===== src/rtl/csel_pkg.sv =====
`timescale 1ns/1ps
package csel_pkg;

  localparam int REG_W = 32;
  localparam int FLD_W = 16;
  localparam int SPC_W = 5;

  typedef enum logic [2:0] {
    ACC_CPU      = 3'd0,
    ACC_SUP_CODE = 3'd1,
    ACC_SUP_DATA = 3'd2,
    ACC_USR_CODE = 3'd3,
    ACC_USR_DATA = 3'd4
  } csel_acc_e;

  // spc[4] = cpu/iack, spc[3] = sup code, spc[2] = sup data,
  // spc[1] = user code, spc[0] = user data
  typedef struct packed {
    logic [FLD_W-1:0] bam;
    logic             wp;
    logic             am;
    logic [SPC_W-1:0] spc;
    logic             vld;
  } csel_mask_t;

  function automatic csel_mask_t unpack_mask(input logic [REG_W-1:0] w);
    csel_mask_t m;
    m.bam = w[REG_W-1 -: FLD_W];
    m.wp  = w[8];
    m.am  = w[6];
    m.spc = w[5:1];
    m.vld = w[0];
    return m;
  endfunction

  function automatic logic [REG_W-1:0] pack_mask(input csel_mask_t m);
    logic [REG_W-1:0] w;
    w = '0;
    w[REG_W-1 -: FLD_W] = m.bam;
    w[8]   = m.wp;
    w[6]   = m.am;
    w[5:1] = m.spc;
    w[0]   = m.vld;
    return w;
  endfunction

endpackage


===== src/rtl/csel_rst_sync.sv =====
`timescale 1ns/1ps
module csel_rst_sync #(
  parameter int STAGES = 2
) (
  input  logic clk,
  input  logic rst_n_in,
  output logic rst_n_out
);

  logic [STAGES-1:0] sync_q;
  logic [STAGES-1:0] sync_d;

  always_comb begin
    sync_d = {sync_q[STAGES-2:0], 1'b1};
  end

  always_ff @(posedge clk or negedge rst_n_in) begin
    if (!rst_n_in) begin
      sync_q <= '0;
    end else begin
      sync_q <= sync_d;
    end
  end

  assign rst_n_out = sync_q[STAGES-1];

endmodule


===== src/rtl/csel_regfile.sv =====
`timescale 1ns/1ps
module csel_regfile
  import csel_pkg::*;
#(
  parameter int NUM_CH = 8,
  localparam int CH_W  = $clog2(NUM_CH)
) (
  input  logic                             clk,
  input  logic                             rst_n,
  input  logic                             cfg_we,
  input  logic                             cfg_is_mask,
  input  logic [CH_W-1:0]                  cfg_ch,
  input  logic [REG_W-1:0]                 cfg_wdata,
  input  logic                             cfg_rd_is_mask,
  input  logic [CH_W-1:0]                  cfg_rd_ch,
  output logic [REG_W-1:0]                 cfg_rdata,
  output logic [NUM_CH-1:0][FLD_W-1:0]     base_q,
  output csel_mask_t [NUM_CH-1:0]          mask_q
);

  logic [NUM_CH-1:0][FLD_W-1:0] base_d;
  csel_mask_t [NUM_CH-1:0]      mask_d;
  logic                         cfg_unused_bits;

  assign cfg_unused_bits = ^{cfg_wdata[REG_W-FLD_W-1:9], cfg_wdata[7]};

  always_comb begin
    base_d = base_q;
    mask_d = mask_q;
    if (cfg_is_mask) begin
      mask_d[cfg_ch] = unpack_mask(cfg_wdata);
    end else begin
      base_d[cfg_ch] = cfg_wdata[REG_W-1 -: FLD_W];
    end
  end

  always_ff @(posedge clk or negedge rst_n) begin
    if (!rst_n) begin
      base_q <= '0;
      mask_q <= '0;
    end else if (cfg_we) begin
      base_q <= base_d;
      mask_q <= mask_d;
    end
  end

  always_comb begin
    if (cfg_rd_is_mask) begin
      cfg_rdata = pack_mask(mask_q[cfg_rd_ch]);
    end else begin
      cfg_rdata = {base_q[cfg_rd_ch], {(REG_W-FLD_W){1'b0}}};
    end
  end

  AST_HOLD_WITHOUT_WE: assert property (@(posedge clk) disable iff (!rst_n)
    !cfg_we |=> ($stable(base_q) && $stable(mask_q)));

  AST_WRITE_LANDS: assert property (@(posedge clk) disable iff (!rst_n)
    (cfg_we && !cfg_is_mask) |=> (base_q[$past(cfg_ch)] == $past(cfg_wdata[REG_W-1 -: FLD_W])));

endmodule


===== src/rtl/csel_chan_match.sv =====
`timescale 1ns/1ps
module csel_chan_match
  import csel_pkg::*;
#(
  parameter bit IS_GLOBAL = 1'b0
) (
  input  logic [FLD_W-1:0] addr_hi,
  input  logic             bus_write,
  input  logic [2:0]       acc_type,
  input  logic             alt_master,
  input  logic [FLD_W-1:0] base,
  input  csel_mask_t       mask,
  output logic             hit
);

  logic addr_ok;
  logic wp_blk;
  logic spc_bit;
  logic spc_ovr;
  logic spc_blk;
  logic decode;

  always_comb begin
    addr_ok = (((addr_hi ^ base) & ~mask.bam) == '0);
    wp_blk  = mask.wp & bus_write;
    case (acc_type)
      ACC_CPU:      spc_bit = mask.spc[4];
      ACC_SUP_CODE: spc_bit = mask.spc[3];
      ACC_SUP_DATA: spc_bit = mask.spc[2];
      ACC_USR_CODE: spc_bit = mask.spc[1];
      ACC_USR_DATA: spc_bit = mask.spc[0];
      default:      spc_bit = 1'b1;
    endcase
    spc_ovr = alt_master & ~mask.am & (acc_type != ACC_CPU);
    spc_blk = spc_bit & ~spc_ovr;
    decode  = addr_ok & ~wp_blk & ~spc_blk;
  end

  generate
    if (IS_GLOBAL) begin : g_global
      assign hit = ~mask.vld | decode;
    end else begin : g_normal
      assign hit = mask.vld & decode;
    end
  endgenerate

endmodule


===== src/rtl/csel_prio.sv =====
`timescale 1ns/1ps
module csel_prio #(
  parameter int NUM_CH = 8
) (
  input  logic [NUM_CH-1:0] hit,
  output logic [NUM_CH-1:0] sel_n
);

  logic [NUM_CH-1:0] taken;
  logic [NUM_CH-1:0] grant;

  generate
    for (genvar i = 0; i < NUM_CH; i++) begin : g_chain
      if (i == 0) begin : g_first
        assign taken[i] = 1'b0;
      end else begin : g_rest
        assign taken[i] = taken[i-1] | hit[i-1];
      end
      assign grant[i] = hit[i] & ~taken[i];
    end
  endgenerate

  assign sel_n = ~grant;

endmodule


===== src/rtl/csel_decoder.sv =====
`timescale 1ns/1ps
module csel_decoder
  import csel_pkg::*;
#(
  parameter int NUM_CH    = 8,
  parameter int SYNC_STG  = 2,
  localparam int CH_W     = $clog2(NUM_CH)
) (
  input  logic              clk,
  input  logic              rst_n,
  input  logic              cfg_we,
  input  logic              cfg_is_mask,
  input  logic [CH_W-1:0]   cfg_ch,
  input  logic [REG_W-1:0]  cfg_wdata,
  input  logic              cfg_rd_is_mask,
  input  logic [CH_W-1:0]   cfg_rd_ch,
  output logic [REG_W-1:0]  cfg_rdata,
  input  logic [REG_W-1:0]  bus_addr,
  input  logic              bus_write,
  input  logic [2:0]        acc_type,
  input  logic              alt_master,
  output logic [NUM_CH-1:0] cs_n
);

  logic                         rst_sync_n;
  logic [NUM_CH-1:0][FLD_W-1:0] base_q;
  csel_mask_t [NUM_CH-1:0]      mask_q;
  logic [NUM_CH-1:0]            hit;
  logic [FLD_W-1:0]             addr_hi;
  logic                         addr_unused_bits;

  assign addr_hi          = bus_addr[REG_W-1 -: FLD_W];
  assign addr_unused_bits = ^bus_addr[REG_W-FLD_W-1:0];

  csel_rst_sync #(.STAGES(SYNC_STG)) u_rst_sync (
    .clk       (clk),
    .rst_n_in  (rst_n),
    .rst_n_out (rst_sync_n)
  );

  csel_regfile #(.NUM_CH(NUM_CH)) u_regs (
    .clk            (clk),
    .rst_n          (rst_sync_n),
    .cfg_we         (cfg_we),
    .cfg_is_mask    (cfg_is_mask),
    .cfg_ch         (cfg_ch),
    .cfg_wdata      (cfg_wdata),
    .cfg_rd_is_mask (cfg_rd_is_mask),
    .cfg_rd_ch      (cfg_rd_ch),
    .cfg_rdata      (cfg_rdata),
    .base_q         (base_q),
    .mask_q         (mask_q)
  );

  generate
    for (genvar c = 0; c < NUM_CH; c++) begin : g_ch
      csel_chan_match #(.IS_GLOBAL(c == 0)) u_match (
        .addr_hi    (addr_hi),
        .bus_write  (bus_write),
        .acc_type   (acc_type),
        .alt_master (alt_master),
        .base       (base_q[c]),
        .mask       (mask_q[c]),
        .hit        (hit[c])
      );

      if (c > 0) begin : g_vld_chk
        AST_DISABLED_QUIET: assert property (@(posedge clk) disable iff (!rst_sync_n)
          !mask_q[c].vld |-> cs_n[c]);
      end

      AST_WP_NO_WRITE: assert property (@(posedge clk) disable iff (!rst_sync_n)
        (bus_write && mask_q[c].wp && mask_q[c].vld) |-> cs_n[c]);
    end
  endgenerate

  csel_prio #(.NUM_CH(NUM_CH)) u_prio (
    .hit   (hit),
    .sel_n (cs_n)
  );

  AST_AT_MOST_ONE: assert property (@(posedge clk) disable iff (!rst_sync_n)
    $onehot0(~cs_n));

  AST_SEL_NEEDS_HIT: assert property (@(posedge clk) disable iff (!rst_sync_n)
    ((~cs_n & ~hit) == '0));

  AST_GLOBAL_BOOT: assert property (@(posedge clk) disable iff (!rst_sync_n)
    !mask_q[0].vld |-> (cs_n == {{(NUM_CH-1){1'b1}}, 1'b0}));

  AST_TYPE_LEGAL: assert property (@(posedge clk) disable iff (!rst_sync_n)
    (acc_type <= 3'd4));

endmodule


===== config.mk =====
export PLATFORM = sky130hd
export DESIGN_NAME = csel_decoder
export DESIGN_NICKNAME = d
export VERILOG_FILES = /design/src/rtl/csel_pkg.sv /design/src/rtl/csel_rst_sync.sv /design/src/rtl/csel_regfile.sv /design/src/rtl/csel_chan_match.sv /design/src/rtl/csel_prio.sv /design/src/rtl/csel_decoder.sv
export SDC_FILE = /design/constraint.sdc
export NUM_CORES = 1
export LEC_CHECK = 0
export BUFFER_PORTS_ARGS = -buffer_cell sky130_fd_sc_hd__buf_2
export CORE_MARGIN = 3
export CORE_UTILIZATION = 60
export CTS_BUF_LIST = sky130_fd_sc_hd__clkbuf_8
export DETAILED_ROUTE_END_ITERATION = 8
export GPL_TIMING_DRIVEN = 0
export PLACE_DENSITY = 0.79
export SLEW_MARGIN = 20
export SYNTH_ARGS = -nofsm -noshare
export SYNTH_HDL_FRONTEND = slang
export SYNTH_SLANG_ARGS = --single-unit

===== constraint.sdc =====
create_clock -name clk -period 24 [get_ports clk]
set_input_delay 3.6 -clock clk [delete_from_list [all_inputs] [get_ports clk]]
set_output_delay 3.6 -clock clk [all_outputs]
set_load 0.05 [all_outputs]

==> flow_summary.json <==
{
  "ys_warn_count": 0,
  "cts_resized": 0,
  "yosysSeqAreaShare": 0.4786,
  "max_freq_mhz": 100.8,
  "grt_pass1_wl_um": 78890,
  "htree_levels": 2,
  "area_growth_pct": 12.36,
  "async_reset_ff_frac": 1.000,
  "p_int_mw": 1.183,
  "drt-total-wl_um": 53730,
  "postCtsSetupRepairBufs": 0,
  "setup_viol": 0,
  "r2r_cells": 3,
  "synthTopCellsByArea": "dfrtp_1 48%, mux2_2 19%, mux4_2 13%",
  "required_ns": 20.40,
  "cts_tree": "done",
  "post-place-cells": 1641,
  "die_x_um": 173.5,
  "ys_types": 47,
  "synth_edf_count": 0,
  "rsz0062_at_grt": "false",
  "vias": 11730,
  "row_count": 60,
  "die_h_um": 173.5,
  "synth_most_common_cell": "dfrtp_1",
  "grt_max_degree": 59,
  "cap_violations": 0,
  "syn_avg_cell_area_um2": 14.13,
  "drt-wirelength-per-cell_um": 30.90,
  "synth_top_area_frac": 0.4786,
  "status": "complete, no violations",
  "postCtsHoldBufs": 0,
  "switching_share": 0.3338,
  "ys.flop_type": "dfrtp_1",
  "grtUsageTotal": 0.3577,
  "p_per_area_nw_per_um2": 93.89,
  "antenna_found_initial": 2,
  "ir_worst_vdd_mv": 0.07017,
  "comb_power_share": 0.271,
  "cts_buffers": 53,
  "reg2reg_to": "u_regs.mask_q[49]$_DFFE_PN0P_",
  "hold_class": "flop to asynchronous set/reset pin",
  "grt_pass1_vias": 12050,
  "yosysTopAreaCell": "dfrtp_1",
  "drc": 0,
  "fin_crit_ns": 9.916,
  "crit_path_frequent_cell": "buf_2",
  "drive_above_1_share": 0.4202,
  "synth_area_um2": 16840,
  "crit_chain": "buf_2 > xnor2_1 > o22ai_1 > nor4_1 > o2111ai_1 > or3b_1 > buf_2",
  "die-area_um2": 30110,
  "synth-seq-cells": 322,
  "clockBufferDepth": 3,
  "cp_max_fo": 8,
  "start_util": 0.6179,
  "endpoint_kind": "output pin",
  "slew_headroom": 0.1682,
  "insertion_delay_ns": 0.59,
  "pwr-share-seq": 0.453,
  "dr.first_iter.drc_count": 1183,
  "path_class": "primary input to output pin",
  "worst-path-stages": 7,
  "syn_inst": 1192,
  "worstPathArrival_ns": 6.32,
  "rrSetupSlack_ns": 22.42,
  "pwr-share-clk": 0.277,
  "viasPerCell": 6.742,
  "cts_root_buf": "clkbuf_8",
  "slowest_stage": "nor4_1",
  "worst_slew_pin_slew_ns": 1.248,
  "cts_sinks": 322,
  "start_kind": "primary input",
  "port_buffers": 64,
  "dp_hpwl_um": 39020,
  "io_pins": 120,
  "setup_tns_ns": 0,
  "clock_skew_ns": 0.02001,
  "slew_violations": 0,
  "clk_pin_slew_ns": 0.06,
  "gr-total-overflow": 0,
  "critPathBufInv": 2,
  "core_um2": 27250,
  "cp-startpoint": "bus_addr[26]",
  "fin_cells": 1739,
  "synth_common_cells": "322 x dfrtp_1, 280 x mux2_2, 128 x xnor2_1",
  "fin_crit_sh": 0.4132,
  "switchingPower_mw": 0.5929,
  "power_leakage_nw": 7.859,
  "gp_congestion": 0.9890,
  "hold_viol": 0,
  "timing.rr.start": "u_rst_sync.sync_q[1]$_DFF_PN0_",
  "slowest_delay_ns": 0.92,
  "antenna_left": 0,
  "cp-endpoint": "cs_n[3]",
  "nets": 1404,
  "crit_family": "simple AND/OR/NAND/NOR gates",
  "dr.pass1.iters": 5
}
-- routing by layer --
metal	vias up	global-route usage	wire, µm
li1	4709	-	-
met1	6059	0.4606	19610
met2	756	0.5555	24620
met3	199	0.09921	5837
met4	2	0.1936	3639
met5	-	0	17
-- cell usage in the layout (no fill, tap or decap), drive strengths merged, types with 2 or more instances in the layout --
master   instances
or2              2
a21oi           11
o211ai           8
xnor2          128
a211oi           5
nand2b           5
nor2            26
buf            115
o22ai           59
or3              5
conb             9
nor2b           11
nand4            4
mux2i           14
nor3             8
o22a             2
clkbuf         125
nand3            2
or4              2
dfrtp          322
clkinv           7
nand3b           9
mux4            96
o221ai           2
inv             23
o2111ai          3
o21ai           10
mux2           320
nor4             8
nand2           15
-- through the flow --
| stage | instance area (µm²) | hold WS (ns) | worst slack (ns) | util | power [mW] |
|---|---|---|---|---|---|
| global route | 18920 | 0.3592 | 14.10 | 0.6941 | 1.838 |
| global placement | 17650 | 0.3365 | 10.83 | 0.6477 | 1.257 |
| floorplan | 16860 | 0.3312 | 14.36 | - | 1.106 |
| finish | 18920 | 0.3161 | 14.08 | 0.6942 | 1.776 |
| detailed placement | 17810 | 0.3413 | 14.34 | 0.6536 | 1.278 |
| CTS | 18920 | 0.3475 | 14.34 | 0.6941 | 1.766 |
-- worst reg2reg max path: stages (launching register included) --
cell and delay, ns:
dfrtp_4 0.78, buf_16 0.31, buf_16 0.27, buf_16 0.34
-- power groups by stage --
stage | logic [mW] | registers (mW) | clock network (mW)
floorplan | 0.348 | 0.758 | 0
global placement | 0.449 | 0.807 | 0
detailed placement | 0.472 | 0.806 | 0
CTS | 0.475 | 0.797 | 0.494
global route | 0.503 | 0.813 | 0.522
finish | 0.481 | 0.804 | 0.491
-- worst min path at each step --
stage	start	end	depth (start not counted)
after floorplan	u_rst_sync.sync_q[0]$_DFF_PN0_	u_rst_sync.sync_q[1]$_DFF_PN0_	0
after global placement	u_rst_sync.sync_q[0]$_DFF_PN0_	u_rst_sync.sync_q[1]$_DFF_PN0_	0
after detailed placement	u_rst_sync.sync_q[1]$_DFF_PN0_	u_regs.base_q[34]$_DFFE_PN0P_	0
after CTS	u_rst_sync.sync_q[1]$_DFF_PN0_	u_regs.base_q[34]$_DFFE_PN0P_	0
after global routing	u_rst_sync.sync_q[1]$_DFF_PN0_	u_regs.mask_q[178]$_DFFE_PN0P_	0
final	u_rst_sync.sync_q[1]$_DFF_PN0_	u_regs.mask_q[178]$_DFFE_PN0P_	0
-- registers in the layout, summed over array words and instances, names as in the netlist --
register and cells:
u_regs.base_q 128, u_regs.mask_q 192, u_rst_sync.sync_q 2
-- cell type report --
| type | count | area (µm²) |
|---|---|---|
| antenna | 1 | 2.502 |
| buffer | 100 | 479.2 |
| clock buffer | 70 | 963.4 |
| clock inverter | 27 | 141.4 |
| fill | 1916 | 8333 |
| inverter | 4 | 15.01 |
| multi-input combinational | 773 | 8312 |
| sequential | 322 | 8061 |
| tap | 372 | 465.4 |
| timing repair buffer | 70 | 478.0 |
-- kinds of logic after synthesis --
| group | count (synthesis) | share of synthesized area |
|---|---|---|
| flops | 322 | 0.4786 |
| buf+inv | 104 | 0.02935 |
| simple gates | 100 | 0.03240 |
| compound gates | 106 | 0.04191 |
| xor+xnor | 128 | 0.06658 |
| other cells | 2 | 0.0004460 |
| mux | 430 | 0.3507 |
No activity file was read; power rests on OpenSTA's default activity.
